$ cat src/rtl/twf_pkg.sv
package twf_pkg;
  typedef enum logic [1:0] {
    TWF_IDLE = 2'd0,
    TWF_OPEN = 2'd1,
    TWF_DONE = 2'd2
  } twf_state_e;
endpackage

$ cat src/rtl/twf_window_cmp.sv
// Modular window arithmetic: hit membership and end-of-window detection.
module twf_window_cmp #(
  parameter int TS_W  = 28,
  parameter int WIN_W = 11
) (
  input  logic [TS_W-1:0]  ts_now,
  input  logic [TS_W-1:0]  hit_ts,
  input  logic [TS_W-1:0]  trig_ts,
  input  logic [WIN_W-1:0] back_w,
  input  logic [WIN_W-1:0] ahead_w,
  output logic             in_win,
  output logic             reached_end
);
  localparam int SPAN_W = WIN_W + 1;

  logic [SPAN_W-1:0] span;
  logic [TS_W-1:0]   lo_edge;
  logic [TS_W-1:0]   hit_off;
  logic [TS_W-1:0]   elapsed;

  always_comb begin
    span        = {1'b0, back_w} + {1'b0, ahead_w};
    lo_edge     = trig_ts - TS_W'(back_w);
    hit_off     = hit_ts - lo_edge;
    elapsed     = ts_now - trig_ts;
    in_win      = hit_off <= TS_W'(span);
    reached_end = elapsed >= TS_W'(ahead_w);
  end
endmodule

$ cat src/rtl/twf_chan_budget.sv
// Per-channel hit counters; earliest hits consume the budget.
module twf_chan_budget #(
  parameter int CHANS   = 64,
  parameter int LIM_W   = 8,
  parameter int LIM_INF = 128
) (
  input  logic                     clk,
  input  logic                     rst_n,
  input  logic                     clr,
  input  logic                     bump,
  input  logic [$clog2(CHANS)-1:0] sel,
  input  logic [LIM_W-1:0]         limit,
  output logic                     room
);
  localparam int CH_W = $clog2(CHANS);

  logic [LIM_W-1:0] cnt_q [CHANS];

  for (genvar g = 0; g < CHANS; g++) begin : g_cnt
    logic             cnt_en;
    logic [LIM_W-1:0] cnt_d;

    always_comb begin
      cnt_en = clr || (bump && (sel == CH_W'(g)) && (cnt_q[g] != '1));
      cnt_d  = clr ? '0 : cnt_q[g] + LIM_W'(1);
    end

    always_ff @(posedge clk or negedge rst_n) begin
      if (!rst_n)      cnt_q[g] <= '0;
      else if (cnt_en) cnt_q[g] <= cnt_d;
    end
  end

  always_comb begin
    room = (limit >= LIM_W'(LIM_INF)) || (cnt_q[sel] < limit);
  end
endmodule

$ cat src/rtl/twf_ctrl.sv
// Event sequencer: trigger capture, window close, release, header decision.
module twf_ctrl
  import twf_pkg::*;
#(
  parameter int TS_W   = 28,
  parameter int WIN_W  = 11,
  parameter int LIM_W  = 8,
  parameter int LA_MIN = 15
) (
  input  logic             clk,
  input  logic             rst_n,
  input  logic             trig,
  input  logic             trig_rel,
  input  logic [TS_W-1:0]  ts_now,
  input  logic [WIN_W-1:0] cfg_back,
  input  logic [WIN_W-1:0] cfg_ahead,
  input  logic             cfg_win_en,
  input  logic             cfg_light,
  input  logic [LIM_W-1:0] cfg_limit,
  input  logic             reached_end,
  input  logic             pass_now,
  output twf_state_e       state,
  output logic [TS_W-1:0]  trig_ts,
  output logic [WIN_W-1:0] back_w,
  output logic [WIN_W-1:0] ahead_w,
  output logic             win_on,
  output logic [LIM_W-1:0] limit_q,
  output logic             clr_budget,
  output logic             done,
  output logic             hdr
);
  twf_state_e       st_q, st_d;
  logic             take, close_now;
  logic             any_q, any_d;
  logic             done_d, hdr_d;
  logic [WIN_W-1:0] ahead_clamped;

  always_comb begin
    take          = (st_q == TWF_IDLE) && trig;
    close_now     = (st_q == TWF_OPEN) && reached_end;
    clr_budget    = (st_q == TWF_DONE) && trig_rel;
    ahead_clamped = (cfg_ahead < WIN_W'(LA_MIN)) ? WIN_W'(LA_MIN) : cfg_ahead;

    st_d = st_q;
    unique case (st_q)
      TWF_IDLE: if (take)       st_d = cfg_win_en ? TWF_OPEN : TWF_DONE;
      TWF_OPEN: if (close_now)  st_d = TWF_DONE;
      TWF_DONE: if (clr_budget) st_d = TWF_IDLE;
      default:                  st_d = TWF_IDLE;
    endcase

    if (clr_budget)    any_d = 1'b0;
    else if (pass_now) any_d = 1'b1;
    else               any_d = any_q;

    done_d = (take && !cfg_win_en) || close_now;
    hdr_d  = close_now ||
             (take && !cfg_win_en && (!cfg_light || any_q || pass_now));
  end

  always_ff @(posedge clk or negedge rst_n) begin
    if (!rst_n) begin
      st_q  <= TWF_IDLE;
      any_q <= 1'b0;
      done  <= 1'b0;
      hdr   <= 1'b0;
    end else begin
      st_q  <= st_d;
      any_q <= any_d;
      done  <= done_d;
      hdr   <= hdr_d;
    end
  end

  always_ff @(posedge clk or negedge rst_n) begin
    if (!rst_n) begin
      trig_ts <= '0;
      back_w  <= '0;
      ahead_w <= WIN_W'(LA_MIN);
      win_on  <= 1'b0;
      limit_q <= '0;
    end else if (take) begin
      trig_ts <= ts_now;
      back_w  <= cfg_back;
      ahead_w <= ahead_clamped;
      win_on  <= cfg_win_en;
      limit_q <= cfg_limit;
    end
  end

  assign state = st_q;
endmodule

$ cat src/rtl/trig_window_filter.sv
module trig_window_filter
  import twf_pkg::*;
#(
  parameter int CHANS   = 64,
  parameter int TS_W    = 28,
  parameter int WIN_W   = 11,
  parameter int LIM_W   = 8,
  parameter int LA_MIN  = 15,
  parameter int LIM_INF = 128
) (
  input  logic                     clk,
  input  logic                     rst_n,
  input  logic [TS_W-1:0]          ts_now,
  input  logic                     hit_vld,
  input  logic [$clog2(CHANS)-1:0] hit_chan,
  input  logic [TS_W-1:0]          hit_ts,
  input  logic                     trig,
  input  logic                     trig_rel,
  input  logic [WIN_W-1:0]         cfg_lookback,
  input  logic [WIN_W-1:0]         cfg_lookahead,
  input  logic                     cfg_win_en,
  input  logic                     cfg_light,
  input  logic [LIM_W-1:0]         cfg_limit,
  input  logic [CHANS/2-1:0]       chan_mask_lo,
  input  logic [CHANS/2-1:0]       chan_mask_hi,
  output logic                     out_vld,
  output logic [$clog2(CHANS)-1:0] out_chan,
  output logic [TS_W-1:0]          out_ts,
  output logic                     win_done,
  output logic                     hdr_keep
);
  localparam int CH_W = $clog2(CHANS);

  // reset: asynchronous assert, synchronous release
  logic rst_meta, rst_q;
  always_ff @(posedge clk or negedge rst_n) begin
    if (!rst_n) {rst_q, rst_meta} <= 2'b00;
    else        {rst_q, rst_meta} <= {rst_meta, 1'b1};
  end

  twf_state_e       state;
  logic [TS_W-1:0]  trig_ts;
  logic [WIN_W-1:0] back_w, ahead_w;
  logic             win_on, clr_budget, room, in_win, reached_end;
  logic [LIM_W-1:0] limit_q, eff_limit;
  logic             in_idle, free_mode, pass;
  logic [CHANS-1:0] chan_en;

  always_comb begin
    chan_en   = {chan_mask_hi, chan_mask_lo};
    in_idle   = (state == TWF_IDLE);
    free_mode = in_idle ? !cfg_win_en : !win_on;
    eff_limit = in_idle ? cfg_limit : limit_q;
    pass      = hit_vld && chan_en[hit_chan] && room &&
                (free_mode || ((state == TWF_OPEN) && in_win));
  end

  twf_window_cmp #(.TS_W(TS_W), .WIN_W(WIN_W)) u_cmp (
    .ts_now      (ts_now),
    .hit_ts      (hit_ts),
    .trig_ts     (trig_ts),
    .back_w      (back_w),
    .ahead_w     (ahead_w),
    .in_win      (in_win),
    .reached_end (reached_end)
  );

  twf_chan_budget #(.CHANS(CHANS), .LIM_W(LIM_W), .LIM_INF(LIM_INF)) u_budget (
    .clk   (clk),
    .rst_n (rst_q),
    .clr   (clr_budget),
    .bump  (pass),
    .sel   (hit_chan),
    .limit (eff_limit),
    .room  (room)
  );

  twf_ctrl #(.TS_W(TS_W), .WIN_W(WIN_W), .LIM_W(LIM_W), .LA_MIN(LA_MIN)) u_ctrl (
    .clk         (clk),
    .rst_n       (rst_q),
    .trig        (trig),
    .trig_rel    (trig_rel),
    .ts_now      (ts_now),
    .cfg_back    (cfg_lookback),
    .cfg_ahead   (cfg_lookahead),
    .cfg_win_en  (cfg_win_en),
    .cfg_light   (cfg_light),
    .cfg_limit   (cfg_limit),
    .reached_end (reached_end),
    .pass_now    (pass),
    .state       (state),
    .trig_ts     (trig_ts),
    .back_w      (back_w),
    .ahead_w     (ahead_w),
    .win_on      (win_on),
    .limit_q     (limit_q),
    .clr_budget  (clr_budget),
    .done        (win_done),
    .hdr         (hdr_keep)
  );

  always_ff @(posedge clk or negedge rst_q) begin
    if (!rst_q) out_vld <= 1'b0;
    else        out_vld <= pass;
  end

  always_ff @(posedge clk or negedge rst_q) begin
    if (!rst_q) begin
      out_chan <= '0;
      out_ts   <= '0;
    end else if (pass) begin
      out_chan <= hit_chan;
      out_ts   <= hit_ts;
    end
  end
endmodule

$ cat config.mk
export PLATFORM = sky130hd
export DESIGN_NAME = trig_window_filter
export DESIGN_NICKNAME = d
export VERILOG_FILES = /design/src/rtl/twf_pkg.sv /design/src/rtl/twf_window_cmp.sv /design/src/rtl/twf_chan_budget.sv /design/src/rtl/twf_ctrl.sv /design/src/rtl/trig_window_filter.sv
export SDC_FILE = /design/constraint.sdc
export NUM_CORES = 2
export LEC_CHECK = 0
export ABC_AREA = 1
export CAP_MARGIN = 20
export CORE_MARGIN = 2
export CORE_UTILIZATION = 56
export CTS_CLUSTER_SIZE = 28
export DETAILED_ROUTE_END_ITERATION = 16
export PLACE_DENSITY = 0.8
export SLEW_MARGIN = 10
export SYNTH_ARGS = -nofsm -noshare
export SYNTH_HDL_FRONTEND = slang
export SYNTH_SLANG_ARGS = --single-unit
$ cat constraint.sdc
create_clock -name clk -period 19.71 [get_ports clk]
set_input_delay 2.9565 -clock clk [delete_from_list [all_inputs] [get_ports clk]]
set_output_delay 2.9565 -clock clk [all_outputs]
set_load 0.01 [all_outputs]
==> flow_summary.toml <==
[yosys]
yosysUniqueCellTypes = 62
synth_top_area_frac = 0.3361
synth_edf_count = 0
synth.top_cells.by_area = "dfrtp_1, nand2_1, nand3_1, nor2_1, xor2_1"
ys_seq_area_frac = 0.3384
syn-num-nets = 6792
synthArstFlopShare = 1.000
synth_warnings = 0
ys_ff_latch = 613
yosys.area.top_type = "dfrtp_1"
avgSynthCellArea_um2 = 7.040
synth_flop_cell = "dfrtp_1"
netlist_area_um2 = 45340
synth_cells = 6440

[clocking]
cts_made_buffers = 73
post_cts_resized = 0
clk_latency_ns = 0.64
cts_tree = "yes"
postCtsHoldBufs = 0
cts-root-buf = "clkbuf_16"
cts.sinks = 613
cts_setup_buffers = 0
clk_path_buf_depth = 3
clk_pin_slew_ns = 0.06
h-tree-depth = 3

[placement]
routabilityCongestion = 0.9640
dp.cells = 7492
portBuffers = 199
hpwl_um = 93750
pre_cts_ws_ns = 8.944
postPlaceCellArea_um2 = 47860

[drt]
vias_per_cell = 5.785
drc = 0
firstDrtPassIters = 8
postRouteAntennaNets = 0
wirelength_um = 135200
via_count = 44100
wire_per_inst_um = 17.74
initialDrtViolationCount = 4734

[floorplanning]
dieArea_um2 = 83250
die_w_um = 288.5
initial_core_util = 0.5647
die_y_um = 288.5
coreArea_um2 = 80290
ios = 200
fp-row-count = 104

[sta]
skew_ns = 0.03020
slew_viol_final = 0
hold_viol_final = 0
whs_ns = 0.3442
fin_tns_setup_ns = 0
worst_slew_pin_slew_ns = 1.122
clock.fmax_mhz = 98.43
grt_setup_unrepaired = "false"
fin_crit_ns = 10.16
slew_headroom = 0.2518
period_share = 0.5154
setup_ws_ns = 9.551
setup_viol = 0

[cells_and_area]
fin_cells = 7622
fin_area_um2 = 50260
n_antenna_cell = 0
finish.utilization = 0.6260
layout.nets = 6859
drive_above_1_share = 0.04450
fill_cells = 6998
area_growth_pct = 10.85

[grt]
use_met1 = 0.4296
gr-total-overflow = 0
antenna_found_initial = 2
grt_pass1_vias = 41360
grt.busiest_layer = "met2"
grt_pass1_wl_um = 217900
grtUsageTotal = 0.3238
grt_start_max_net_pins = 169
use_met3 = 0.05782
grtUsageMet2 = 0.5078

[flow_run]
max_cap_viol_count = 0

[power_and_ir_drop]
power_mw = 5.140
leakagePower_nw = 25.48
vdd_drop_max_mv = 0.08104
power.density_nw_per_um2 = 102.3

[worst_hold_path]
hold_path.class = "flip-flop to asynchronous set/reset pin"

[worst_setup_path]
worstSetupPathType = "input port to flip-flop"
crit_fanout = 69
critPathArrivalTime_ns = 10.71
critPathRequiredTime_ns = 20.26
startpoint_type = "input port"
worst_setup_path_end_kind = "flip-flop"

[outcome]
status = "completed"
critical path: stages:
cell	delay (ns)
clkdlybuf4s50_1	0.46
buf_4	0.27
inv_4	0.15
nand2_4	0.39
inv_4	0.36
buf_4	0.48
a22oi_1	0.25
o221ai_1	0.16
a2111oi_1	0.93
o221ai_1	0.25
ha_1	0.34
nand2_1	0.11
nor2_1	0.05
a211oi_1	0.16
nand2_1	0.16
nand2_8	0.52
buf_4	0.92
buf_4	0.87
nand4_4	0.29
nand2_1	0.31
nand2_1	0.12
nand2_1	0.09
report_power, final:
part           switching (mW)  total [mW]  internal, mW
Combinational            1.25        2.00         0.755
Sequential              0.283        1.76          1.48
Clock                   0.573        1.38         0.804
cell usage after synthesis, types with 10 or more instances:
library cell	number
a22oi_1	175
buf_4	18
nand2_1	1941
nor2_1	777
a21boi_0	25
nand4_1	110
or2_2	15
dlygate4sd1_1	10
and2_1	28
a2111oi_0	10
a21oi_1	92
a22o_1	10
buf_2	25
o22ai_1	26
o21ai_0	173
dfrtp_1	609
nand4_2	13
buf_1	42
o221ai_1	40
fa_1	13
nand2_2	24
ha_1	176
xnor2_1	42
inv_1	655
nand3_1	647
xor2_1	331
nor3_1	96
a211oi_1	12
a221oi_1	12
clkbuf_1	145
nand4_4	51
layout by cell type, fill, tap and decap left out, types with 6 or more instances in the layout:
cell | netlist | layout
nand4_4 | 51 | 51
nand3b_1 | 9 | 9
a211oi_1 | 12 | 12
clkbuf_8 | 0 | 13
nand2_2 | 24 | 25
nand3_1 | 647 | 646
a21boi_0 | 25 | 25
a2111oi_0 | 10 | 8
a41oi_1 | 6 | 6
ha_1 | 176 | 176
nand4_2 | 13 | 13
fa_1 | 13 | 13
and2_1 | 28 | 28
nand2_1 | 1941 | 1939
a21oi_1 | 92 | 92
clkbuf_1 | 145 | 19
nor2_1 | 777 | 774
dfrtp_1 | 609 | 608
xnor2_1 | 42 | 42
inv_1 | 655 | 654
nand4_1 | 110 | 110
nor3_1 | 96 | 96
clkinv_2 | 0 | 11
buf_4 | 18 | 43
a221oi_1 | 12 | 12
o21ai_0 | 173 | 173
clkbuf_16 | 0 | 75
inv_2 | 8 | 7
o221ai_1 | 40 | 40
a31oi_1 | 9 | 9
xor2_1 | 331 | 331
o21bai_1 | 7 | 7
clkdlybuf4s50_1 | 0 | 198
a22o_1 | 10 | 10
or2_2 | 15 | 15
a22oi_1 | 175 | 175
o22ai_1 | 26 | 26
kinds of logic (layout without fill, tap and decap cells):
group / Yosys count / after routing / synth area share
fa+ha+maj: 189 / 189 / 0.05431
simple gates: 3728 / 3728 / 0.3635
other cells: 1 / 1 / 0.00008271
compound gates: 616 / 616 / 0.08889
flops: 613 / 613 / 0.3384
buf+inv: 920 / 1042 / 0.08271
xor+xnor: 373 / 373 / 0.07206
final cells by class:
class / count / area, um2 / share of cell area
clock inverter: 23 / 269.0 / 0.005353
clock buffer: 107 / 2127 / 0.04232
inverter: 665 / 2509 / 0.04992
tap: 1060 / 1326 / 0.02639
sequential: 613 / 15350 / 0.3054
timing repair buffer: 247 / 2379 / 0.04733
multi-input combinational: 4907 / 26300 / 0.5233
sequential cells by signal (all words and copies together) (netlist names), 2 cells and up:
signal          cells
out_ts             28
u_budget.cnt_q    512
u_ctrl.limit_q      8
u_ctrl.back_w      11
u_ctrl.trig_ts     28
u_ctrl.ahead_w     11
u_ctrl.state        2
out_chan            6
layer usage:
layer | vias up | wire, um
met5 | - | 10
met4 | 2 | 7674
met3 | 406 | 12090
met2 | 1950 | 60590
met1 | 20670 | 54880
li1 | 21070 | -
final timing paths:
path,startpoint,end,slack (ns),cells past startpoint
worst max-delay path,hit_chan[1],u_budget.cnt_q[355],9.55,22
worst min-delay path,rst_q,u_budget.cnt_q[246],0.34,0
worst max register to register,u_ctrl.back_w[0],u_budget.cnt_q[498],12.64,34
worst min register to register,rst_q,u_budget.cnt_q[246],0.34,0
max in group asynchronous,rst_q,u_budget.cnt_q[416],16.53,3
min in group clk,rst_meta,rst_q,0.35,0
(Power assumes the default switching activity.)
